==> src/rtl/dcsr_pkg.sv <==
package dcsr_pkg;
  // word indices of the register window
  localparam int unsigned IDX_STAT  = 0;
  localparam int unsigned IDX_CTL   = 1;
  localparam int unsigned IDX_LVL   = 2;
  localparam int unsigned IDX_RLVL  = 3;
  localparam int unsigned IDX_SEQ   = 4;
  // control bit positions
  localparam int unsigned C_STOP    = 0;
  localparam int unsigned C_RST     = 1;
  localparam int unsigned C_SOE     = 2;
  localparam int unsigned C_SOL     = 3;
  localparam int unsigned C_GIE     = 4;
  localparam int unsigned C_NOFETCH = 5;
  localparam int unsigned CTL_W     = 6;
  // clearable status bit positions
  localparam int unsigned S_STERR   = 7;
  localparam int unsigned S_STEARLY = 8;
  localparam int unsigned S_IRQ     = 9;

  typedef struct packed {
    logic irq_pend;
    logic st_early;
    logic st_err;
    logic resetting;
    logic stopped;
    logic rq_full;
    logic rq_empty;
    logic dq_full;
    logic dq_empty;
    logic busy;
  } stat_t;

  function automatic logic [31:0] pack_halves(input logic [15:0] hi, input logic [15:0] lo);
    return {hi, lo};
  endfunction

  function automatic logic code_hits(input logic [7:0] code, input logic [7:0] mask);
    return |(code & mask);
  endfunction

  function automatic logic [31:0] pack_status(input stat_t s);
    return {22'd0, s};
  endfunction
endpackage

==> src/rtl/dcsr_reset_seq.sv <==
module dcsr_reset_seq #(
  parameter int unsigned RST_CYCLES = 8
) (
  input  logic clk,
  input  logic rst_n,
  input  logic start,
  output logic active,
  output logic last,
  output logic flush
);
  localparam int unsigned CNT_W = $clog2(RST_CYCLES + 1);

  logic [CNT_W-1:0] cnt_q;

  assign active = (cnt_q != '0);
  assign last   = (cnt_q == CNT_W'(1));

  always_ff @(posedge clk or negedge rst_n) begin
    if (!rst_n) begin
      cnt_q <= '0;
      flush <= 1'b0;
    end else begin
      flush <= last;
      if (active)     cnt_q <= cnt_q - CNT_W'(1);
      else if (start) cnt_q <= CNT_W'(RST_CYCLES);
    end
  end
endmodule

==> src/rtl/dcsr_events.sv <==
module dcsr_events (
  input  logic clk,
  input  logic rst_n,
  input  logic clr_all,
  input  logic done_set,
  input  logic err_evt,
  input  logic err_irq,
  input  logic early_evt,
  input  logic early_irq,
  input  logic arm_err,
  input  logic arm_early,
  input  logic w1c_err,
  input  logic w1c_early,
  input  logic w1c_irq,
  output logic st_err,
  output logic st_early,
  output logic irq_pend,
  output logic irq_set
);
  logic err_stop_set, early_stop_set;

  assign irq_set        = done_set | (err_evt & err_irq) | (early_evt & early_irq);
  assign err_stop_set   = err_evt & arm_err;
  assign early_stop_set = early_evt & arm_early;

  always_ff @(posedge clk or negedge rst_n) begin
    if (!rst_n) begin
      st_err   <= 1'b0;
      st_early <= 1'b0;
      irq_pend <= 1'b0;
    end else if (clr_all) begin
      st_err   <= 1'b0;
      st_early <= 1'b0;
      irq_pend <= 1'b0;
    end else begin
      st_err   <= err_stop_set   | (st_err   & ~w1c_err);
      st_early <= early_stop_set | (st_early & ~w1c_early);
      irq_pend <= irq_set        | (irq_pend & ~w1c_irq);
    end
  end
endmodule

==> src/rtl/dma_csr_regs.sv <==
module dma_csr_regs
  import dcsr_pkg::*;
#(
  parameter int unsigned LVL_W      = 16,
  parameter int unsigned SEQ_W      = 16,
  parameter int unsigned RST_CYCLES = 8
) (
  input  logic             clk,
  input  logic             rst_n,
  input  logic             bus_wr,
  input  logic [4:0]       bus_addr,
  input  logic [31:0]      bus_wdata,
  output logic [31:0]      bus_rdata,
  input  logic             eng_busy,
  input  logic             dq_empty,
  input  logic             dq_full,
  input  logic             rq_empty,
  input  logic             rq_full,
  input  logic [LVL_W-1:0] dq_wr_level,
  input  logic [LVL_W-1:0] dq_rd_level,
  input  logic [LVL_W-1:0] rq_level,
  input  logic [SEQ_W-1:0] wr_seq,
  input  logic [SEQ_W-1:0] rd_seq,
  input  logic             done_evt,
  input  logic             done_irq_en,
  input  logic             err_evt,
  input  logic [7:0]       err_code,
  input  logic [7:0]       err_irq_mask,
  input  logic             early_evt,
  input  logic             early_irq_en,
  output logic             dispatch_halt,
  output logic             fetch_halt,
  output logic             eng_reset,
  output logic             fifo_flush,
  output logic             irq
);
  localparam int unsigned IDX_W = 3;

  logic [IDX_W-1:0] idx;
  logic             wr_stat, wr_ctl;
  logic [CTL_W-1:0] ctl_q;
  logic             rst_active, rst_last, rst_start;
  logic             st_err, st_early, irq_pend, irq_set;
  logic             stopped;
  stat_t            stat;

  assign idx       = bus_addr[4:2];
  assign wr_stat   = bus_wr && (idx == IDX_W'(IDX_STAT));
  assign wr_ctl    = bus_wr && (idx == IDX_W'(IDX_CTL)) && !rst_active;
  assign rst_start = wr_ctl && bus_wdata[C_RST];

  dcsr_reset_seq #(.RST_CYCLES(RST_CYCLES)) u_rst (
    .clk   (clk),
    .rst_n (rst_n),
    .start (rst_start),
    .active(rst_active),
    .last  (rst_last),
    .flush (fifo_flush)
  );

  dcsr_events u_evt (
    .clk      (clk),
    .rst_n    (rst_n),
    .clr_all  (rst_last),
    .done_set (done_evt & done_irq_en & ~rst_active),
    .err_evt  (err_evt & ~rst_active),
    .err_irq  (code_hits(err_code, err_irq_mask)),
    .early_evt(early_evt & ~rst_active),
    .early_irq(early_irq_en),
    .arm_err  (ctl_q[C_SOE]),
    .arm_early(ctl_q[C_SOL]),
    .w1c_err  (wr_stat & bus_wdata[S_STERR]),
    .w1c_early(wr_stat & bus_wdata[S_STEARLY]),
    .w1c_irq  (wr_stat & bus_wdata[S_IRQ]),
    .st_err   (st_err),
    .st_early (st_early),
    .irq_pend (irq_pend),
    .irq_set  (irq_set)
  );

  // control word; the reset bit is never stored, it reads the live sequence
  always_ff @(posedge clk or negedge rst_n) begin
    if (!rst_n) begin
      ctl_q <= '0;
    end else if (rst_last) begin
      ctl_q <= '0;
    end else if (wr_ctl) begin
      ctl_q          <= bus_wdata[CTL_W-1:0];
      ctl_q[C_RST]   <= 1'b0;
    end
  end

  assign stopped       = ctl_q[C_STOP] | st_err | st_early;
  assign dispatch_halt = stopped | rst_active;
  assign fetch_halt    = ctl_q[C_NOFETCH];
  assign eng_reset     = rst_active;
  assign irq           = irq_pend & ctl_q[C_GIE];

  always_comb begin
    stat.irq_pend  = irq_pend;
    stat.st_early  = st_early;
    stat.st_err    = st_err;
    stat.resetting = rst_active;
    stat.stopped   = stopped;
    stat.rq_full   = rq_full;
    stat.rq_empty  = rq_empty;
    stat.dq_full   = dq_full;
    stat.dq_empty  = dq_empty;
    stat.busy      = eng_busy;
  end

  always_comb begin
    unique case (idx)
      IDX_W'(IDX_STAT): bus_rdata = pack_status(stat);
      IDX_W'(IDX_CTL):  bus_rdata = {{(32-CTL_W){1'b0}},
                                     ctl_q | (CTL_W'(rst_active) << C_RST)};
      IDX_W'(IDX_LVL):  bus_rdata = pack_halves(16'(dq_wr_level), 16'(dq_rd_level));
      IDX_W'(IDX_RLVL): bus_rdata = {16'd0, 16'(rq_level)};
      IDX_W'(IDX_SEQ):  bus_rdata = pack_halves(16'(wr_seq), 16'(rd_seq));
      default:          bus_rdata = 32'd0;
    endcase
  end
endmodule

==> config.mk <==
export PLATFORM = sky130hd
export DESIGN_NAME = dma_csr_regs
export DESIGN_NICKNAME = d
export VERILOG_FILES = /design/src/rtl/dcsr_pkg.sv /design/src/rtl/dcsr_reset_seq.sv /design/src/rtl/dcsr_events.sv /design/src/rtl/dma_csr_regs.sv
export SDC_FILE = /design/constraint.sdc
export NUM_CORES = 1
export LEC_CHECK = 0
export ABC_CLOCK_PERIOD_IN_PS = 3900
export BUFFER_PORTS_ARGS = -buffer_cell sky130_fd_sc_hd__buf_2
export CORE_AREA = 2 2 71 73
export DETAILED_ROUTE_END_ITERATION = 6
export DIE_AREA = 0 0 73 75
export HOLD_SLACK_MARGIN = 0.08
export PLACE_DENSITY_LB_ADDON = 0.05
export SLEW_MARGIN = 20
export SYNTH_ARGS = -nofsm -noshare
export SYNTH_HDL_FRONTEND = slang
export SYNTH_SLANG_ARGS = --single-unit
==> constraint.sdc <==
create_clock -name clk -period 3.9 [get_ports clk]
set_input_delay 0 -clock clk [delete_from_list [all_inputs] [get_ports clk]]
set_output_delay 0 -clock clk [all_outputs]
set_load 0.1 [all_outputs]
==> flow_summary.toml, run 1 <==
[cells_and_area]
area.growth.synth_to_final_pct = 66.7
layout-drive-gt1-share_pct = 53.8
layout.nets = 476
insertedDiodeCount = 0
postLayoutCoreUtil_pct = 49.7

[detailed_routing]
detailroute.via_count = 1919
avgRoutedWirePerCell_um = 14.5
drt_pre_antenna_iters = 4
route.detailed.drc = 0
vias_per_cell = 5.01
ant_nets = 0
initialDrtViolationCount = 106
detailed_route_wl_um = 5570

[sta]
setup_violations = 0
finalSetupTns_ns = 0
maxClockFrequency_ghz = 0.456
hold_viol = 0
timing.clock.skew_ns = 0.00212
timing_worst_slew_pin_value_ns = 0.993
post-route-period-util_pct = 56.2
period_needed_ns = 2.19
setup_repair_after_global_routing_missed_its_margin = "false"
max-slew-margin-rel_pct = 33.5
drv_slew = 0

[global_routing]
vias_in_the_first_global_route = 1817
global_route_wire_length_before_repair_um = 8490
grt_start_max_net_pins = 39
grtUsageTotal_pct = 19.8
grt.overflow.total = 0
grt_antenna_before_repair = 0

[power_and_ir_drop]
ir_worst_vdd_mv = 0.246
power_uw = 1000
power.static_leakage_uw = 0.00128
power-per-cell-area_nw_per_um2 = 433

[floorplanning]
design.die.area_um2 = 5480
placementRows = 25
fp.dieW_um = 73
core_area_um2 = 4660
ios = 183
height_of_the_die_um = 75
floorplan.initialDensity_pct = 29.8

[clocking]
cts_inserted_buffers = 3
h-tree-depth = 1
cts_setup_buffers = 0
clockRootBuffer = "clkbuf_8"
path_clk_slew_ns = 0.05
worstSkewPairLatency_ns = 0.25
cts.path.max_buffers = 2
cts_sinks = 13
tritoncts = "done"

[critical_path]
crit_type = "in -> out"
worst_setup_path_start_kind = "input pin"
cp_cell_sequence = "buf_2 > nor2b_2 > buf_4 > and2_1 > a221o_1 > buf_2"
worstPathRequired_ns = 3.90
critical-path-slowest-cell = "nor2b_2"
setup.worst_path.end_class = "output pin"
cpLargestDelayFamily = "buffers and inverters"
most_numerous_cell_on_the_critical_path = "buf_2"
cp_max_fo = 17
crit_buf_inv = 3
timing.critical_path.arrival_ns = 2.19
slowest_delay_ns = 0.51

[job]
maxCapViolCount = 0

[placed_design]
placement.io_buffers = 157
detailedPlacementHpwl_um = 4500
gp_routability_congestion = 0.823

[run_status]
status = "completed"

[yosys]
synth.lib_cells_used.distinct = 34
instance_count_of_the_mapped_netlist = 174
synth.ff_latch_count = 13
yosysSeqAreaShare_pct = 23.4
synth.cell_area_um2 = 1390
mappedNetlistNets = 320
yosysWarnings = 0
syn_area_per_cell_um2 = 7.98

[hold_path]
hp-class = "in -> reg"
## path summary, 6_finish.rpt
kind | start | end | slack (ns) | depth (start not counted)
worst max register to register | u_rst.cnt_q[0]$_DFFE_PN0P_ | ctl_q[2]$_DFFE_PN0P_ | 2.11 | 4
worst min register to register | ctl_q[4]$_DFFE_PN0P_ | ctl_q[4]$_DFFE_PN0P_ | 0.54 | 2
worst max-delay path | bus_addr[3] | bus_rdata[6] | 1.71 | 6
max in group asynchronous | rst_n | u_rst.cnt_q[2]$_DFFE_PN0P_ | 3.52 | 2
min in group asynchronous | rst_n | ctl_q[2]$_DFFE_PN0P_ | 0.16 | 2
worst min-delay path | bus_wdata[9] | u_evt.irq_pend$_DFF_PN0_ | 0.09 | 4
## stage by stage
step                area, um2  cells  hold WS, ns  setup slack (ns)
global placement         2180    370      -0.0952              1.67
CTS                      2310    383       0.0969              1.67
floorplan                1390    174       -0.296             0.578
finish                   2310    383       0.0908              1.71
detailed placement       2180    370      -0.0996              1.68
global route             2310    383        0.117              1.53
## per-layer routing
layer  share of wire, %  vias to the layer above  GRT usage [%]
met5                  0                        -              0
met4                1.1                        0           5.76
met3                8.1                        7           3.35
met2                 48                       87           34.4
met1                 43                      862           25.2
li1                   -                      963              -
## state kept, by name, summed over array words and instances (netlist names)
signal / cells
u_rst.flush: 1
u_evt.st_err: 1
u_evt.st_early: 1
u_rst.cnt_q: 4
u_evt.irq_pend: 1
ctl_q: 5
## where the power goes
group          switching [uW]  leakage (uW)  internal [uW]  total, uW
clock                    47.9     0.0000228           72.2        120
sequential               38.6      0.000167            179        218
combinational             495       0.00109            170        665
total                     581       0.00128            421       1000
## timing repair
action | in CTS | in global routing
endpoints found under the setup margin | 0 | 0
gates resized for setup | 0 | 0
hold endpoints to repair | 22 | 0
hold buffers | 9 | 0
## layout make-up
| cell class | instances | area (um2) |
|---|---|---|
| inverters | 12 | 45.0 |
| flip-flops and latches | 13 | 325 |
| fillers | 484 | 2350 |
| clock buffers | 4 | 45.0 |
| multi-input cells | 133 | 948 |
| repair buffers | 167 | 883 |
| well taps | 54 | 67.6 |
## layout by cell type (no fill, tap or decap), types with 7 or more instances in the layout
cell / count
nand2_1: 12
o2bb2ai_1: 10
a22oi_1: 31
mux2i_1: 13
dlygate4sd3_1: 9
nor2_1: 20
buf_2: 157
inv_1: 11
mux2_2: 7
dfrtp_1: 13
## synth_stat cells, drive strengths merged
master	instances	area (um2)
or3	1	7.51
a22oi	31	233
o2bb2ai	10	87.6
nand3b	1	7.51
nand3	2	10.0
o32ai	1	8.76
o211ai	2	15.0
o21ai	5	25.0
and4	1	8.76
mux2i	13	130
a2bb2oi	3	26.3
nor2b	3	18.8
o22ai	4	25.0
or4b	2	20.0
buf	8	45.0
a21oi	4	20.0
nand2b	1	6.26
and2	2	12.5
mux2	7	78.8
a22o	2	18.8
and3	1	6.26
nor3	3	26.3
nand2	12	45.0
inv	12	45.0
nor2	20	75.1
clkbuf	8	30.0
a221o	1	10.0
dfrtp	13	325
nor4	1	21.3
## kinds of logic (layout without fill, tap and decap cells)
| group | count (synthesis) | count (layout) | share of synthesized area [%] |
|---|---|---|---|
| multiplexers | 20 | 20 | 15.0 |
| AO/OA/AOI/OAI | 63 | 63 | 33.8 |
| AND/OR/NAND/NOR | 50 | 50 | 19.1 |
| flip-flops | 13 | 13 | 23.4 |
| buffers and inverters | 28 | 183 | 8.65 |
## worst min-delay path, delay by kind of cell
family,cells,cell delay (ns)
buffers and inverters,2,0.13
AO/OA/AOI/OAI,2,0.17
Note: power is estimated with default switching activity, not from simulation.
==> run 2: changes to the inputs <==
ABC_CLOCK_PERIOD_IN_PS = 2200   (was 3900)
clock period = 2.2 ns   (was 3.9 ns; I/O delays follow)
==> flow_summary.toml, run 2 (same netlist as run 1, synthesis figures left out) <==
[run_status]
status = "completed"

[clocking]
tritoncts = "done"
cts.path.max_buffers = 2
clockRootBuffer = "clkbuf_8"
cts_resized = 0
h-tree-depth = 1
path_clk_slew_ns = 0.05
worstSkewPairLatency_ns = 0.25
cts_inserted_buffers = 3
cts_sinks = 13

[critical_path]
cp_cell_sequence = "nor4_4 > a21oi_1 > a221o_1 > buf_12"
slowest_delay_ns = 0.54
worst_setup_path_start_kind = "flip-flop"
crit_buf_inv = 1
crit_type = "reg -> out"
setup.worst_path.end_class = "output pin"
worstPathRequired_ns = 2.20
timing.critical_path.arrival_ns = 1.89
critical-path-slowest-cell = "nor4_4"
cp_max_fo = 7
cpLargestDelayFamily = "simple AND/OR/NAND/NOR gates"

[detailed_routing]
avgRoutedWirePerCell_um = 15.0
detailroute.via_count = 1955
ant_nets = 0
drt_pre_antenna_iters = 4
initialDrtViolationCount = 100
vias_per_cell = 5.08
detailed_route_wl_um = 5780
route.detailed.drc = 0

[placed_design]
placedCellCount = 372
pre_cts_ws_ns = 0.421
placement.io_buffers = 157
detailedPlacementHpwl_um = 4760
gp_routability_congestion = 0.844

[sta]
finalSetupTns_ns = 0
drv_slew = 0
hold_viol = 0
timing_worst_slew_pin_value_ns = 0.508
timing.clock.skew_ns = 0.00356
setup_violations = 0
period_needed_ns = 1.89
post-route-period-util_pct = 86.1
maxClockFrequency_ghz = 0.528
final_setup_margin_ns = 0.306
setup_repair_after_global_routing_missed_its_margin = "false"
max-slew-margin-rel_pct = 65.8

[floorplanning]
design.die.area_um2 = 5480
fp.dieW_um = 73
placementRows = 25
floorplan.initialDensity_pct = 29.8
ios = 183
core_area_um2 = 4660
height_of_the_die_um = 75

[cells_and_area]
area.growth.synth_to_final_pct = 106
insertedDiodeCount = 0
stdcell_count = 385
most-common-layout-cells = "buf_2 (126), buf_12 (32), a22oi_1 (31)"
mostFrequentLayoutCell = "buf_2"
largest_register_ffs = 5
layout-drive-gt1-share_pct = 56.5
layout.nets = 478
largestRegisters = "ctl_q x5, u_rst.cnt_q x4"
register_name_with_the_most_flops = "ctl_q"

[power_and_ir_drop]
ir_worst_vdd_mv = 0.538
power.static_leakage_uw = 0.00142
power-per-cell-area_nw_per_um2 = 680
power_uw = 1950

[global_routing]
grt.overflow.total = 0
grt_start_max_net_pins = 26
global_route_wire_length_before_repair_um = 8750
vias_in_the_first_global_route = 1816
grtUsageTotal_pct = 20.4
grt_antenna_before_repair = 0

[hold_path]
hp-class = "in -> reg"

[job]
maxCapViolCount = 0
## run 2: final timing paths
| path | from | slack (ns) | end | depth (start not counted) |
|---|---|---|---|---|
| min in group asynchronous | rst_n | 0.16 | u_rst.cnt_q[3]$_DFFE_PN0P_ | 2 |
| min | bus_wdata[9] | 0.09 | u_evt.irq_pend$_DFF_PN0_ | 4 |
| max | u_rst.cnt_q[0]$_DFFE_PN0P_ | 0.31 | bus_rdata[6] | 4 |
| max in group asynchronous | rst_n | 1.81 | u_evt.st_err$_DFF_PN0_ | 2 |
| min reg2reg | ctl_q[2]$_DFFE_PN0P_ | 0.55 | ctl_q[2]$_DFFE_PN0P_ | 2 |
| max reg2reg | u_rst.cnt_q[0]$_DFFE_PN0P_ | 0.43 | ctl_q[4]$_DFFE_PN0P_ | 4 |
## run 2: area by class of cell
| type | instances | area (um2) |
|---|---|---|
| repair buffers | 169 | 1380 |
| inverters | 12 | 45.0 |
| well taps | 54 | 67.6 |
| multi-input cells | 133 | 1000 |
| fillers | 407 | 1800 |
| flip-flops and latches | 13 | 325 |
| clock buffers | 4 | 45.0 |
## run 2: what timing repair did
| action | 4_1_cts | 5_1_grt |
|---|---|---|
| buffers inserted | 0 | 0 |
| endpoints found under the hold margin | 22 | 0 |
| hold buffers | 9 | 0 |
## run 2: stage by stage
stage | utilization [%] | hold WS [ns] | area, um2
after floorplan | - | -0.296 | 1450
after global placement | 58.5 | -0.0954 | 2730
after detailed placement | 58.5 | -0.0935 | 2730
after CTS | 61.4 | 0.0895 | 2860
after global routing | 61.4 | 0.112 | 2860
final | 61.4 | 0.0897 | 2860
## run 2: power breakdown
part | internal, uW | total [uW] | switching (uW)
registers | 317 | 389 | 71.2
clock network | 128 | 214 | 85.9
logic | 438 | 1340 | 907
## run 2: per-layer routing
| metal | track usage (%) | vias up | wire length, um |
|---|---|---|---|
| met5 | 0 | - | 0 |
| met4 | 6.17 | 0 | 61 |
| met3 | 2.28 | 5 | 391 |
| met2 | 35.7 | 94 | 2770 |
| met1 | 26.3 | 887 | 2550 |
| li1 | - | 969 | - |
## run 2: worst reg2reg max path, stage by stage (launching register included)
cell     delay (ns)
dfrtp_1        0.44
nor4_4         0.54
inv_2          0.13
nor3_4         0.36
mux2i_1        0.23
